File: src/rtl/afc_pkg.sv
package afc_pkg;
    typedef enum logic [1:0] {
        FZ_RUN  = 2'd0,
        FZ_WAIT = 2'd1,
        FZ_HELD = 2'd2
    } fz_state_e;
endpackage

File: src/rtl/afc_freeze_fsm.sv
module afc_freeze_fsm
    import afc_pkg::*;
(
    input  logic clk,
    input  logic rst_n,
    input  logic halt_req,
    input  logic halt_en,
    input  logic q_busy,
    input  logic conv_done,
    input  logic mode_upd,
    input  logic q2_abort,
    output logic halted,
    output logic waiting,
    output logic enter
);
    typedef struct packed {
        fz_state_e st;
    } fsm_s;

    fsm_s r_q, r_d;
    logic eff_req, cut;

    always_comb begin
        eff_req = halt_req & halt_en;
        cut     = conv_done | mode_upd | q2_abort | ~q_busy;
        r_d     = r_q;
        case (r_q.st)
            FZ_RUN:  if (eff_req) r_d.st = cut ? FZ_HELD : FZ_WAIT;
            FZ_WAIT: if (!eff_req) r_d.st = FZ_RUN;
                     else if (cut) r_d.st = FZ_HELD;
            FZ_HELD: if (!eff_req) r_d.st = FZ_RUN;
            default: r_d.st = FZ_RUN;
        endcase
    end

    always_ff @(posedge clk or negedge rst_n) begin
        if (!rst_n) r_q <= '{st: FZ_RUN};
        else        r_q <= r_d;
    end

    assign halted  = (r_q.st == FZ_HELD);
    assign waiting = (r_q.st == FZ_WAIT);
    assign enter   = (r_d.st == FZ_HELD) && (r_q.st != FZ_HELD);

    AST_EN_GATES: assert property (@(posedge clk) disable iff (!rst_n)
        !halt_en |=> !halted && !waiting);
    AST_IDLE_IMMEDIATE: assert property (@(posedge clk) disable iff (!rst_n)
        (!halted && halt_req && halt_en && !q_busy) |=> halted);
    AST_WAIT_HOLDS: assert property (@(posedge clk) disable iff (!rst_n)
        (waiting && halt_req && halt_en && q_busy && !conv_done && !mode_upd && !q2_abort)
        |=> waiting && !halted);
    AST_ABORT_IMMEDIATE: assert property (@(posedge clk) disable iff (!rst_n)
        (!halted && halt_req && halt_en && (mode_upd || q2_abort)) |=> halted);
endmodule

File: src/rtl/afc_cmd_ptr.sv
module afc_cmd_ptr #(
    parameter int PTR_W = 6
) (
    input  logic             clk,
    input  logic             rst_n,
    input  logic             halted,
    input  logic             enter,
    input  logic             q_busy,
    input  logic             conv_done,
    input  logic             mode_wr,
    input  logic [PTR_W-1:0] mode_ptr,
    output logic [PTR_W-1:0] cmd_ptr,
    output logic [PTR_W-1:0] saved_ptr,
    output logic             saved_busy
);
    localparam logic [PTR_W-1:0] ONE = PTR_W'(1);

    typedef struct packed {
        logic [PTR_W-1:0] ptr;
        logic [PTR_W-1:0] sav;
        logic             vld;
    } ptr_s;

    ptr_s r_q, r_d;

    always_comb begin
        r_d = r_q;
        if (mode_wr)
            r_d.ptr = mode_ptr;
        else if (conv_done && q_busy && !halted)
            r_d.ptr = r_q.ptr + ONE;
        if (enter) begin
            r_d.sav = r_d.ptr;
            r_d.vld = q_busy;
        end
    end

    always_ff @(posedge clk or negedge rst_n) begin
        if (!rst_n) r_q <= '0;
        else        r_q <= r_d;
    end

    assign cmd_ptr    = r_q.ptr;
    assign saved_ptr  = r_q.sav;
    assign saved_busy = r_q.vld;

    AST_PTR_STILL_HELD: assert property (@(posedge clk) disable iff (!rst_n)
        (halted && !mode_wr) |=> $stable(cmd_ptr));
    AST_SNAPSHOT_STILL: assert property (@(posedge clk) disable iff (!rst_n)
        (halted && !enter) |=> $stable(saved_ptr));
endmodule

File: src/rtl/afc_trig_gate.sv
module afc_trig_gate (
    input  logic clk,
    input  logic rst_n,
    input  logic halted,
    input  logic ext_trig,
    input  logic trig_ack,
    output logic trig_pend
);
    typedef struct packed {
        logic pend;
    } trg_s;

    trg_s r_q, r_d;

    always_comb begin
        r_d = r_q;
        if (trig_ack)             r_d.pend = 1'b0;
        if (ext_trig && !halted)  r_d.pend = 1'b1;
    end

    always_ff @(posedge clk or negedge rst_n) begin
        if (!rst_n) r_q <= '0;
        else        r_q <= r_d;
    end

    assign trig_pend = r_q.pend;

    AST_TRIG_DROP: assert property (@(posedge clk) disable iff (!rst_n)
        (halted && !trig_pend) |=> !trig_pend);
    AST_TRIG_KEEP: assert property (@(posedge clk) disable iff (!rst_n)
        (trig_pend && !trig_ack) |=> trig_pend);
endmodule

File: src/rtl/adc_freeze_ctrl.sv
module adc_freeze_ctrl #(
    parameter int PTR_W = 6
) (
    input  logic             clk,
    input  logic             rst_n,
    input  logic             halt_req,
    input  logic             halt_en,
    input  logic             q_busy,
    input  logic             conv_done,
    input  logic             mode_upd,
    input  logic             q2_abort,
    input  logic             mode_wr,
    input  logic [PTR_W-1:0] mode_ptr,
    input  logic             ext_trig,
    input  logic             trig_ack,
    output logic             halted,
    output logic             halt_pending,
    output logic             pscl_rst,
    output logic             ptimer_rst,
    output logic             trig_block,
    output logic [PTR_W-1:0] cmd_ptr,
    output logic [PTR_W-1:0] saved_ptr,
    output logic             saved_vld,
    output logic             trig_pend
);
    logic held, enter, sav_busy;

    afc_freeze_fsm u_fsm (
        .clk       (clk),
        .rst_n     (rst_n),
        .halt_req  (halt_req),
        .halt_en   (halt_en),
        .q_busy    (q_busy),
        .conv_done (conv_done),
        .mode_upd  (mode_upd),
        .q2_abort  (q2_abort),
        .halted    (held),
        .waiting   (halt_pending),
        .enter     (enter)
    );

    afc_cmd_ptr #(.PTR_W(PTR_W)) u_ptr (
        .clk        (clk),
        .rst_n      (rst_n),
        .halted     (held),
        .enter      (enter),
        .q_busy     (q_busy),
        .conv_done  (conv_done),
        .mode_wr    (mode_wr),
        .mode_ptr   (mode_ptr),
        .cmd_ptr    (cmd_ptr),
        .saved_ptr  (saved_ptr),
        .saved_busy (sav_busy)
    );

    afc_trig_gate u_trg (
        .clk       (clk),
        .rst_n     (rst_n),
        .halted    (held),
        .ext_trig  (ext_trig),
        .trig_ack  (trig_ack),
        .trig_pend (trig_pend)
    );

    assign halted     = held;
    assign pscl_rst   = held;
    assign ptimer_rst = held;
    assign trig_block = held;
    assign saved_vld  = held & sav_busy;

    AST_EXIT_PROMPT: assert property (@(posedge clk) disable iff (!rst_n)
        (halted && !(halt_req && halt_en)) |=> !halted && !pscl_rst && !trig_block);
    AST_NO_DUAL_STATE: assert property (@(posedge clk) disable iff (!rst_n)
        !(halted && halt_pending));
endmodule

File: config.mk
export PLATFORM = sky130hd
export DESIGN_NAME = adc_freeze_ctrl
export DESIGN_NICKNAME = d
export VERILOG_FILES = /design/src/rtl/afc_pkg.sv /design/src/rtl/afc_freeze_fsm.sv /design/src/rtl/afc_cmd_ptr.sv /design/src/rtl/afc_trig_gate.sv /design/src/rtl/adc_freeze_ctrl.sv
export SDC_FILE = /design/constraint.sdc
export NUM_CORES = 1
export LEC_CHECK = 0
export ABC_AREA = 0
export BUFFER_PORTS_ARGS = -buffer_cell sky130_fd_sc_hd__buf_4
export CORE_UTILIZATION = 34
export DETAILED_ROUTE_END_ITERATION = 12
export SYNTH_ARGS = -nofsm -noshare
export SYNTH_HDL_FRONTEND = slang
export SYNTH_SLANG_ARGS = --single-unit
File: constraint.sdc
create_clock -name clk -period 1.8 [get_ports clk]
set_input_delay 0.18 -clock clk [delete_from_list [all_inputs] [get_ports clk]]
set_output_delay 0.18 -clock clk [all_outputs]
set_load 0.01 [all_outputs]
# Yosys cells after proc, flatten, opt, wreduce, memory -nomap -nowiden
# Index checks and enable logic that the tools add are counted.
dict set report totals {
  ff_bits 16
  out_inout_bits 19
  wordCells 33
}
dict set report classes {
  add_sub_neg 1
  n_eq_ne 4
  n_mux 10
  bitwise_logic 6
  reduce_logical 7
}
# op count
set op_table {}
lappend op_table {{$mux 6} 2}
lappend op_table {{$mux 2} 5}
lappend op_table {{$add 6x1->6 const B} 1}
lappend op_table {{$pmux 2 s3} 1}
lappend op_table {{$eq 2x2->1 const B} 2}
lappend op_table {{$logic_and 1x1->1} 4}
lappend op_table {{$or 1x1->1} 3}
lappend op_table {{$and 1x1->1} 2}
lappend op_table {{$eq 2x1->1 const B} 1}
lappend op_table {{$logic_not 2->1} 1}
lappend op_table {{$mux 1} 2}
lappend op_table {{$ne 2x2->1 const B} 1}
lappend op_table {{$reduce_bool 2->1} 1}
lappend op_table {{$logic_not 1->1} 1}
lappend op_table {{$not 1->1} 1}

# Depth between registers and ports, before layout
# Gate-level depths: netlist of run 1.
dict set report logic_depth {
  depth_word 8
  depth_mapped 5
  ltp_nobuf 5
}

# Hierarchy
# A second synthesis of run 1 with hierarchy kept.
dict set report unflattened {
  cells_unflattened 96
  hier_area_um2 932.1
}
# module n_inst cells_each area_per_inst_um2 seq_area_each_um2
set modules_own_cells {}
lappend modules_own_cells {afc_cmd_ptr 1 77 752.0 325.3}
lappend modules_own_cells {afc_freeze_fsm 1 11 106.4 50.0}
lappend modules_own_cells {afc_trig_gate 1 4 45.0 25.0}
lappend modules_own_cells {adc_freeze_ctrl 1 4 28.8 0.0}

# Worst setup path after synthesis of run 1
# OpenSTA, ideal clock, no wires.
dict set report synth_path {
  path_type {reg2reg}
  from {register u_ptr.r_q, in the netlist u_ptr.cmd_ptr[0]}
  to {register u_ptr.r_q, in the netlist u_ptr.saved_ptr[2]}
  setup_ps 66
  arrival_time_ps 1495
  t_required_ps 1734
  path_slack_ps 240
  stages_incl_launch_ff 6
  path_buffers 0
  period_less_slack_ps 1560
  path_cell_list {dfrtp_1 -> ha_1 -> clkinv_1 -> or4_1 -> a31oi_1 -> mux2_1}
}
# element line
set synth_lines {}
lappend synth_lines {{from (decl)} afc_cmd_ptr.sv:24} ;# ptr_s r_q, r_d;
lappend synth_lines {{from (signal assigned)} afc_cmd_ptr.sv:40} ;# else r_q <= r_d;

==> metrics.md, run 1 <==
| Metric | Value |
|---|---|
| Final core occ | `0.5180` |
| Status | `finished clean` |
| Leakage | `approximately 0.56 nW` |
| Synthesized area per cell | `between 9 and 10 µm²` |
| Worst clock skew | `0.009289 ns` |
| RSZ-0062 raised after global routing | `false` |
| Synth cell types | `35` |
| 1st-iter DRT viols | `7` |
| # rows | `17` |
| Crit path largest cell delay | `~0.50 ns` |
| Fillers | `between 200 and 250` |
| Initial antenna violation count | `0` |
| Critical Path, Cell by Cell | `ha_1 > clkinv_1 > or4_1 > a31oi_1 > mux2_1` |
| Post-CTS setup buffer count | `0` |
| Clock buffer depth | `2` |
| Setup crit end kind | `flop` |
| Overall Global Routing Usage | `0.1757` |
| #FFs+latches synth | `16` |
| Worst Setup Start Kind | `flop` |
| Largest net degree at the start of global routing | `17` |
| Minimum clock period | `around 1.7 ns` |
| Final setup TNS | `0 ns` |
| CTS tree | `yes` |
| Total CTS buffers | `3` |
| Top Ports | `36` |
| Worst path buffer plus inverter count | `1` |
| Inserted Diodes | `0` |
| Crit Path Class | `flop to flop` |
| Clock latency on the worst-skew pair | `about 0.29 ns` |
| Routability cong. | `~0.73` |
| CTS Root Cell | `clkbuf_4` |
| Layout area overhead | `38.23%` |
| Clock Sinks | `16` |
| # nets final | `approximately 150` |
| Sequential share of the synthesized area | `0.4651` |
| Vias in the first global route | `724` |
| Cell family with most CP delay | `simple AND/OR/NAND/NOR gates` |
| First-pass GRT wire length | `3.387 mm` |
| Tcrit/Tclk final | `0.9177` |
| Slowest CP cell | `or4_1` |
| Clock Pin Slew Worst Setup and Hold Paths | `approximately 0.10 ns` |
| CP max FO | `6` |
| Max-slew violations | `0` |
| Die Wd | `~52 µm` |
| Drc violations | `0` |
| Final HPWL DP | `approximately 1.6 mm` |
| Post-DR wirelength/cell | `roughly 13 µm` |
| Max-cap check violation count | `0` |
| Die area | `around 2700 µm²` |
| Pre-antenna DRT Iters | `4` |
| Grt total ovfl | `0` |
| Post-synthesis cell count | `a little under 90` |
| H-Tree Depth | `1` |
| CP arrival | `1.89 ns` |
| Power density over the cells | `between 800 and 900 nW/µm²` |
| Slew Limit Headroom | `0.7252` |
| Reg2reg setup slack | `0.15 ns` |
| WL final | `2.049 mm` |
| Layout cells sized above 1 | `0.3730` |
| Worst-Margin Slew | `0.4088 ns` |
| Syn_nets | `approximately 110` |
| FMAX | `605.4 MHz` |
| Most frequent cells in the layout | `37 x buf_4, 16 x dfrtp_1, 13 x nand2_1` |
| Most common cell after layout, fill and taps aside | `buf_4` |
| WP data required | `just over 2 ns` |
| # hold bufs at CTS | `1` |
| Via count | `about 770` |
| Final hold viol count | `0` |
| Core Region | `~2300 µm²` |
| Synthesized area | `860.8 µm²` |
| PortBufs | `35` |
| Worst hold path type | `primary input to flop` |
| Post_cts resized | `0` |
| # setup viols final | `0` |
| YS warnings | `0` |
| Routed Antenna Nets | `0` |
| Routed vias/inst | `~5` |
| Initial Util | `0.3747` |
| Die height | `between 50 and 60 µm` |
| Peak VDD IR | `0.0005816 V` |
-- sequential cells by signal (all words and copies together) (netlist names) --
register	count
u_ptr.saved_ptr	6
u_ptr.cmd_ptr	6
u_trg.trig_pend	1
u_fsm.r_q	2
u_ptr.saved_busy	1
-- per-stage QoR --
| stage | cells | cell area, µm² | hold slack [ns] | worst slack (ns) | power, mW |
|---|---|---|---|---|---|
| finish | 154 | 1190 | 0.04341 | 0.1481 | 0.9600 |
| CTS | 154 | 1190 | 0.03321 | 0.1666 | 0.9753 |
| floorplan | 89 | 860.8 | -0.1156 | 0.2396 | 0.5831 |
| detailed placement | 149 | 1144 | 0.05332 | 0.1730 | 0.7291 |
| global placement | 149 | 1144 | 0.05599 | 0.1774 | 0.7272 |
| global route | 154 | 1190 | 0.05192 | 0.02533 | 1.030 |
-- where the power goes --
group          leakage [nW]  switching [mW]  internal [mW]
Combinational         0.350           0.128          0.143
Sequential            0.193          0.0378          0.410
Clock                0.0210           0.117          0.123
-- worst paths after layout --
check / from / depth (start not counted) / end
setup / recovery: u_ptr.cmd_ptr[0] / 5 / u_ptr.saved_ptr[2]
hold reg to reg: u_ptr.saved_busy / 2 / u_ptr.saved_busy
hold / removal: trig_ack / 2 / u_trg.trig_pend
max in group asynchronous: rst_n / 2 / u_ptr.cmd_ptr[5]
min in group asynchronous: rst_n / 2 / u_trg.trig_pend
setup reg to reg: u_ptr.cmd_ptr[0] / 5 / u_ptr.saved_ptr[2]
-- kinds of logic after synthesis --
logic type / share of synthesized area
AND/OR/NAND/NOR: 0.2674
flip-flops: 0.4651
AO/OA/AOI/OAI: 0.09884
buffers and inverters: 0.05959
multiplexers: 0.06395
XOR/XNOR: 0.03053
adder cells (fa/ha/maj): 0.01453
-- layer usage --
metal	GRT usage	routed length [µm]	vias up
li1	-	-	382
met3	0.06377	115	2
met5	0	0	-
met4	0.03947	14	0
met1	0.2064	882	355
met2	0.3017	1036	27
-- cells in the mapped netlist, drive strengths merged --
cell type	n	share of area
nand3b	1	0.0087
ha	1	0.015
a31oi	2	0.015
dfrtp	16	0.47
a31o	1	0.010
or2	1	0.0073
nor3b	1	0.0087
o221ai	1	0.010
clkinv	1	0.0044
nor4	3	0.029
mux2i	1	0.012
a21oi	1	0.0058
nand2	13	0.057
or4	1	0.0087
xor2	2	0.020
nor2	6	0.026
o21ai	7	0.041
nor2b	1	0.0073
inv	4	0.020
clkbuf	2	0.0087
a21boi	1	0.0087
mux2	4	0.052
xnor2	1	0.010
and2	2	0.015
nand3	5	0.029
nand2b	1	0.016
nor4b	2	0.038
nor3	3	0.017
o31ai	1	0.0087
buf	3	0.026
-- worst reg2reg max path: stages (launching register included) --
cell and delay (ns):
dfrtp_1 0.46, ha_1 0.19, clkinv_1 0.08, or4_1 0.50
a31oi_1 0.22, mux2_1 0.16
-- area by class of cell --
class / count / area, µm² / area share
well taps: 28 / 35.03 / 0.02944
inverters: 5 / 21.27 / 0.01788
clock buffers: 4 / 36.28 / 0.03049
multi-input cells: 63 / 409.1 / 0.3438
flip-flops and latches: 16 / 400.4 / 0.3365
repair buffers: 38 / 287.8 / 0.2419
Note: power is estimated with default switching activity, not from simulation.
==> run 2, diff against run 1 <==
--- a/config.mk
+++ b/config.mk
@@ -9,6 +9,8 @@
 export BUFFER_PORTS_ARGS = -buffer_cell sky130_fd_sc_hd__buf_4
 export CORE_UTILIZATION = 34
 export DETAILED_ROUTE_END_ITERATION = 12
+export PLACE_DENSITY = 0.62
+export SLEW_MARGIN = 25
 export SYNTH_ARGS = -nofsm -noshare
 export SYNTH_HDL_FRONTEND = slang
 export SYNTH_SLANG_ARGS = --single-unit
==> run 2 against run 1 <==
Against the previous run: global-route usage decreased by 0.74 points; hold slack gained 0.023 ns; sequential cell count did not move; cell area is 1.2% lower; routed wire length decreased by 3.8%; clock skew shrank 0.0079 ns; clock power down 25%; sequential power hardly changed; critical path depth unchanged; via count is 0.39% lower; cell count down 0.65%; die area stayed put; critical endpoint unchanged.
==> metrics.md, run 2 (synthesis results as in run 1) <==
| Metric | Value |
|---|---|
| Power density over the cells | `763.9 nW/µm² (was 806.8 nW/µm²)` |
| Setup crit end kind | `flop (unchanged)` |
| Cell family with most CP delay | `simple AND/OR/NAND/NOR gates (unchanged)` |
| Post-CTS setup buffer count | `0 (unchanged)` |
| Post_cts resized | `0 (unchanged)` |
| First-pass GRT wire length | `3.360 mm (was 3.387 mm)` |
| Leakage | `0.5563 nW (was 0.5634 nW)` |
| Top Ports | `36 (unchanged)` |
| # rows | `17 (unchanged)` |
| Largest net degree at the start of global routing | `17 (unchanged)` |
| Worst-Margin Slew | `0.3841 ns (was 0.4088 ns)` |
| Clock Pin Slew Worst Setup and Hold Paths | `0.08 ns (was 0.10 ns)` |
| PortBufs | `35 (unchanged)` |
| # hold bufs at CTS | `1 (unchanged)` |
| Worst path buffer plus inverter count | `1 (unchanged)` |
| Vias in the first global route | `769 (was 724)` |
| CP max FO | `6 (unchanged)` |
| Critical Path, Cell by Cell | `ha_1 > clkinv_1 > or4_1 > a31oi_1 > mux2_1 (unchanged)` |
| Final setup margin | `0.1771 ns (was 0.1481 ns)` |
| # setup viols final | `0 (unchanged)` |
| Tcrit/Tclk final | `0.9016 (was 0.9177)` |
| FMAX | `616.2 MHz (was 605.4 MHz)` |
| Met3 wire length | `131 µm (was 115 µm)` |
| Drc violations | `0 (unchanged)` |
| Minimum clock period | `1.623 ns (was 1.652 ns)` |
| Status | `finished clean (unchanged)` |
| 1st-iter DRT viols | `12 (was 7)` |
| WL final | `1.972 mm (was 2.049 mm)` |
| Total CTS buffers | `3 (unchanged)` |
| Slowest CP cell | `or4_1 (unchanged)` |
| Clock buffer depth | `2 (unchanged)` |
| Max-slew violations | `0 (unchanged)` |
| Layout area overhead | `36.63% (was 38.23%)` |
| Most frequent cells in the layout | `37 x buf_4, 16 x dfrtp_1, 13 x nand2_1 (unchanged)` |
| Worst hold path type | `primary input to flop (unchanged)` |
| WP data required | `2.02 ns (was 2.04 ns)` |
| Routed vias/inst | `4.987 (was 4.974)` |
| Die height | `52.32 µm (unchanged)` |
| Core Region | `2297 µm² (unchanged)` |
| Slew Limit Headroom | `0.7429 (was 0.7252)` |
| Routability cong. | `0.7978 (was 0.7272)` |
| Clock Sinks | `16 (unchanged)` |
| Initial Util | `0.3747 (unchanged)` |
| Worst clock skew | `0.001420 ns (was 0.009289 ns)` |
| Final core occ | `0.5120 (was 0.5180)` |
| Initial antenna violation count | `0 (unchanged)` |
| CP arrival | `1.84 ns (was 1.89 ns)` |
| Overall Power | `0.8985 mW (was 0.9600 mW)` |
| Pre-antenna DRT Iters | `4 (unchanged)` |
| Worst Setup Start Kind | `flop (unchanged)` |
| Crit path largest cell delay | `0.49 ns (was 0.50 ns)` |
| Clock latency on the worst-skew pair | `0.28 ns (was 0.29 ns)` |
| H-Tree Depth | `1 (unchanged)` |
| Via count | `763 (was 766)` |
| Final hold slack | `0.06608 ns (was 0.04341 ns)` |
| Overall Global Routing Usage | `0.1683 (was 0.1757)` |
| Grt total ovfl | `0 (unchanged)` |
| Layout cells sized above 1 | `0.3680 (was 0.3730)` |
| Most common cell after layout, fill and taps aside | `buf_4 (unchanged)` |
| # nets final | `145 (unchanged)` |
| Peak VDD IR | `0.0004577 V (was 0.0005816 V)` |
| Final setup TNS | `0 ns (unchanged)` |
| CTS Root Cell | `clkbuf_4 (unchanged)` |
| Top Metal Used | `met4 (unchanged)` |
| Inserted Diodes | `0 (unchanged)` |
| Met1 WL | `923 µm (was 882 µm)` |
| Die area | `2737 µm² (unchanged)` |
| CTS tree | `yes (unchanged)` |
| Die Wd | `52.32 µm (unchanged)` |
| Post-DR wirelength/cell | `12.89 µm (was 13.31 µm)` |
| Final hold viol count | `0 (unchanged)` |
| RSZ-0062 raised after global routing | `false (unchanged)` |
| Met2 WL | `903 µm (was 1.036 mm)` |
| Max-cap check violation count | `0 (unchanged)` |
| Routed Antenna Nets | `0 (unchanged)` |
| Final HPWL DP | `1.512 mm (was 1.576 mm)` |
| Crit Path Class | `flop to flop (unchanged)` |
| Dpl ws | `0.1959 ns (was 0.1730 ns)` |
-- run 2: worst paths after layout --
check                      depth (start not counted)  slack, ns             start            endpoint
hold / removal                                     2       0.07          trig_ack     u_trg.trig_pend
setup reg to reg                                   5       0.18  u_ptr.cmd_ptr[0]  u_ptr.saved_ptr[2]
setup / recovery                                   5       0.18  u_ptr.cmd_ptr[0]  u_ptr.saved_ptr[2]
max in group asynchronous                          2       1.33             rst_n    u_ptr.saved_busy
min in group asynchronous                          2       0.29             rst_n     u_trg.trig_pend
hold reg to reg                                    2       0.48  u_ptr.saved_busy    u_ptr.saved_busy
-- run 2: report_power, final --
group	internal (mW)	switching (mW)	total, mW
Sequential	0.411	0.0394	0.450
Clock	0.0775	0.101	0.179
Combinational	0.143	0.127	0.270
-- run 2: through the flow --
step                      instances  area, µm²
after global placement          149       1144
after CTS                       153       1176
after detailed placement        149       1144
after global routing            153       1176
after floorplan                  89      860.8
final                           153       1176
-- run 2: cell type report --
cell class	count	area (µm²)
Sequential cell	16	400.4
Inverter	5	21.27
Tap cell	28	35.03
Clock buffer	3	22.52
Multi-Input combinational cell	63	409.1
Fill cell	231	1121
Timing Repair Buffer	38	287.8
-- run 2: routing by layer --
metal  up-vias  GRT usage
li1        382          -
met2        29     0.2764
met4         0    0.03947
met5         -          0
met1       350     0.2101
met3         2    0.05797
-- run 2: worst register-to-register path: cells and delay by family, from the launching register on --
family                     cells  cell delay, ns
buffers and inverters          1            0.08
and+or+nand+nor                1            0.50
DFF                            1            0.44
AOI/OAI and AO/OA              1            0.22
adders and majority gates      1            0.18
muxes                          1            0.16
==> run 3, diff against run 2 <==
--- a/config.mk
+++ b/config.mk
@@ -7,10 +7,11 @@
 export LEC_CHECK = 0
 export ABC_AREA = 0
 export BUFFER_PORTS_ARGS = -buffer_cell sky130_fd_sc_hd__buf_4
-export CORE_UTILIZATION = 34
+export CORE_UTILIZATION = 47
 export DETAILED_ROUTE_END_ITERATION = 12
-export PLACE_DENSITY = 0.62
+export PLACE_DENSITY = 0.79
 export SLEW_MARGIN = 25
 export SYNTH_ARGS = -nofsm -noshare
 export SYNTH_HDL_FRONTEND = slang
+export SYNTH_HIERARCHICAL = 1
 export SYNTH_SLANG_ARGS = --single-unit
==> run 3 against run 2 <==
Against the previous run: critical endpoint is now u_ptr/saved_ptr[5]; largest cell class unchanged; routed wire length rose by 9.7%; cell area rose by 9.7%; utilization rose by 21 points; synthesized cell count rose by 7.9%; via count rose by 17%; count of clock-buffer cells in the layout rose by 1; die area fell by 21%; clock power rose by 37%; setup slack got worse by 0.071 ns; global-route usage rose by 6.1 points; total power rose by 9.9%; highest routed layer unchanged.
==> metrics.md, run 3 <==
| Metric | Value |
|---|---|
| Status | `finished clean (unchanged)` |
| Post_cts resized | `0 (unchanged)` |
| Vias in the first global route | `812 (was 769)` |
| H-Tree Depth | `1 (unchanged)` |
| First-pass GRT wire length | `3.491 mm (was 3.360 mm)` |
| Post-synth EDFFs | `0 (unchanged)` |
| Cell taking the most area after synthesis | `dfrtp_1 (unchanged)` |
| Drc violations | `0 (unchanged)` |
| Clock Sinks | `16 (unchanged)` |
| CP max FO | `7 (was 6)` |
| Synthesized area per cell | `9.710 µm² (was 9.672 µm²)` |
| Top cells by count, synth | `16 x dfrtp_1, 9 x nand2_1, 7 x nand3_1, 7 x nor2b_1 (was 16 x dfrtp_1, 13 x nand2_1, 6 x nor2_1, 6 x o21ai_1, 5 x nand3_1)` |
| FMAX | `590.4 MHz (was 616.2 MHz)` |
| Slew Limit Headroom | `0.6912 (was 0.7429)` |
| Routed Antenna Nets | `0 (unchanged)` |
| Flop pwr share | `0.457 (was 0.501)` |
| Worst clock skew | `0.008867 ns (was 0.001420 ns)` |
| WP data required | `2.04 ns (was 2.02 ns)` |
| Setup crit end kind | `flop (unchanged)` |
| Die area | `2166 µm² (was 2737 µm²)` |
| Initial antenna violation count | `0 (unchanged)` |
| Max-slew violations | `0 (unchanged)` |
| Die height | `46.54 µm (was 52.32 µm)` |
| Max-cap check violation count | `0 (unchanged)` |
| Worst hold path type | `primary input to flop (unchanged)` |
| RSZ-0062 raised after global routing | `false (unchanged)` |
| Count leader, synth | `dfrtp_1 (unchanged)` |
| YS warnings | `6 (was 0)` |
| Post-CTS setup buffer count | `0 (unchanged)` |
| Layout Cells excl Fill | `161 (was 153)` |
| Peak VDD IR | `0.0005382 V (was 0.0004577 V)` |
| Die Wd | `46.54 µm (was 52.32 µm)` |
| # setup viols final | `0 (unchanged)` |
| Routed vias/inst | `5.522 (was 4.987)` |
| # nets final | `155 (was 145)` |
| Layout area overhead | `38.39% (was 36.63%)` |
| Pre-antenna DRT Iters | `4 (unchanged)` |
| Most frequent cells in the layout | `42 x buf_4, 16 x dfrtp_1, 9 x nand2_1 (was 37 x buf_4, 16 x dfrtp_1, 13 x nand2_1)` |
| Met2 WL | `1.056 mm (was 903 µm)` |
| Net Sw Frac | `0.2994 (was 0.2975)` |
| Top cell type's share of synthesized area | `0.4295 (was 0.4651)` |
| Post-synthesis cell count | `96 (was 89)` |
| Grt total ovfl | `0 (unchanged)` |
| Tcrit/Tclk final | `0.9409 (was 0.9016)` |
| CP arrival | `1.93 ns (was 1.84 ns)` |
| Initial Util | `0.5228 (was 0.3747)` |
| Worst-Margin Slew | `0.4606 ns (was 0.3841 ns)` |
| Worst Setup Start Kind | `flop (unchanged)` |
| PortBufs | `35 (unchanged)` |
| Final hold viol count | `0 (unchanged)` |
| Inserted Diodes | `0 (unchanged)` |
| Top Metal Used | `met4 (unchanged)` |
| # hold bufs at CTS | `1 (unchanged)` |
| CTS tree | `yes (unchanged)` |
| Via count | `889 (was 763)` |
| Sequential share of the synthesized area | `0.4295 (was 0.4651)` |
| CTS Root Cell | `clkbuf_4 (unchanged)` |
| Logic pwr share | `0.296 (was 0.300)` |
| Overall Global Routing Usage | `0.2290 (was 0.1683)` |
| Routability cong. | `0.7890 (was 0.7978)` |
| Fillers | `141 (was 231)` |
| Power density over the cells | `765.7 nW/µm² (was 763.9 nW/µm²)` |
| 1st-iter DRT viols | `13 (was 12)` |
| Largest net degree at the start of global routing | `24 (was 17)` |
| WL final | `2.164 mm (was 1.972 mm)` |
| Syn_nets | `114 (was 107)` |
| Async S/R FF share, synth | `1.000 (unchanged)` |
| Top FF cell, synth | `dfrtp_1 (unchanged)` |
| Minimum clock period | `1.694 ns (was 1.623 ns)` |
| Leakage | `0.6175 nW (was 0.5563 nW)` |
| Met1 WL | `987 µm (was 923 µm)` |
| Final setup TNS | `0 ns (unchanged)` |
| Core Region | `1783 µm² (was 2297 µm²)` |
| Crit Path Class | `flop to flop (unchanged)` |
| Most common cell after layout, fill and taps aside | `buf_4 (unchanged)` |
| Met3 wire length | `88 µm (was 131 µm)` |
| Clock latency on the worst-skew pair | `0.30 ns (was 0.28 ns)` |
| Clock Pin Slew Worst Setup and Hold Paths | `0.10 ns (was 0.08 ns)` |
| Synth cell types | `36 (was 35)` |
| Final HPWL DP | `1.612 mm (was 1.512 mm)` |
| Psw | `0.2957 mW (was 0.2673 mW)` |
| Clock buffer depth | `2 (unchanged)` |
| # rows | `15 (was 17)` |
| #FFs+latches synth | `16 (unchanged)` |
| Dpl cells | `156 (was 149)` |
| Post-DR wirelength/cell | `13.44 µm (was 12.89 µm)` |
| Top Ports | `36 (unchanged)` |
| Synthesized area | `932.1 µm² (was 860.8 µm²)` |
| Layout cells sized above 1 | `0.3971 (was 0.3680)` |
| Clock share of power | `0.248 (was 0.199)` |
| Top post-synthesis cells by area | `dfrtp_1 43%, nor2b_1 4.7%, o211ai_1 4.0%, nand3_1 3.8%, nand2_1 3.6% (was dfrtp_1 47%, nand2_1 5.7%, o21ai_1 3.5%, nand3_1 2.9%, nor4b_4 2.8%)` |
| Cell internal pwr | `0.6921 mW (was 0.6312 mW)` |
| Total CTS buffers | `3 (unchanged)` |
-- run 3: area by class of cell --
cell class / count / area, µm² / area share
multi-input combinational: 68 / 478.0 / 0.3705
clock buffer: 4 / 36.28 / 0.02813
tap: 25 / 31.28 / 0.02425
sequential: 16 / 400.4 / 0.3104
timing repair buffer: 43 / 325.3 / 0.2522
inverter: 5 / 18.77 / 0.01455
-- run 3: worst paths after layout --
check | cells past startpoint | from | end | slack (ns)
setup / recovery | 6 | u_fsm/r_q[1] | u_ptr/saved_ptr[5] | 0.11
hold / removal | 2 | trig_ack | u_trg/trig_pend | 0.05
setup reg to reg | 6 | u_fsm/r_q[1] | u_ptr/saved_ptr[5] | 0.11
hold reg to reg | 1 | u_ptr/saved_busy | u_ptr/saved_busy | 0.51
max in group asynchronous | 2 | rst_n | u_ptr/saved_ptr[2] | 1.34
min in group asynchronous | 2 | rst_n | u_ptr/cmd_ptr[3] | 0.27
-- run 3: metrics by stage --
step           worst slack [ns]  total power, mW    util  hold WS, ns  instance area, µm²
6_report                 0.1063           0.9878  0.7235      0.05026                1290
3_3_place_gp             0.1758           0.7411  0.6975      0.04951                1244
2_1_floorplan           0.02266           0.5972       -      -0.1156               932.1
3_5_place_dp             0.1412           0.7500  0.6975      0.05553                1244
5_1_grt                0.006770            1.041  0.7235      0.03644                1290
4_1_cts                  0.1210           0.9938  0.7235      0.04541                1290
-- run 3: logic make-up after synthesis --
| family | share of synthesized area |
|---|---|
| buffers and inverters | 0.06308 |
| AO/OA/AOI/OAI | 0.1463 |
| XOR/XNOR | 0.01880 |
| adder cells (fa/ha/maj) | 0.01342 |
| AND/OR/NAND/NOR | 0.2926 |
| multiplexers | 0.03624 |
| flip-flops | 0.4295 |
-- run 3: critical path: stages, from the launching register on --
cell and delay [ns]:
dfrtp_1 0.36, nor4_1 0.06, and2_2 0.21, nor3_2 0.40, nand2b_1 0.12, or4_1 0.41
nand3_1 0.09
-- run 3: metal layers --
metal	track usage	vias up
li1	-	435
met1	0.2861	419
met2	0.3889	29
met3	0.03529	6
met4	0.08824	0
met5	0	-
-- run 3: power groups by stage --
stage / combinational, mW / clock, mW / sequential [mW]
finish: 0.292 / 0.245 / 0.451
global route: 0.323 / 0.259 / 0.459
CTS: 0.294 / 0.248 / 0.452
detailed placement: 0.291 / 0 / 0.459
global placement: 0.285 / 0 / 0.456
floorplan: 0.124 / 0 / 0.473
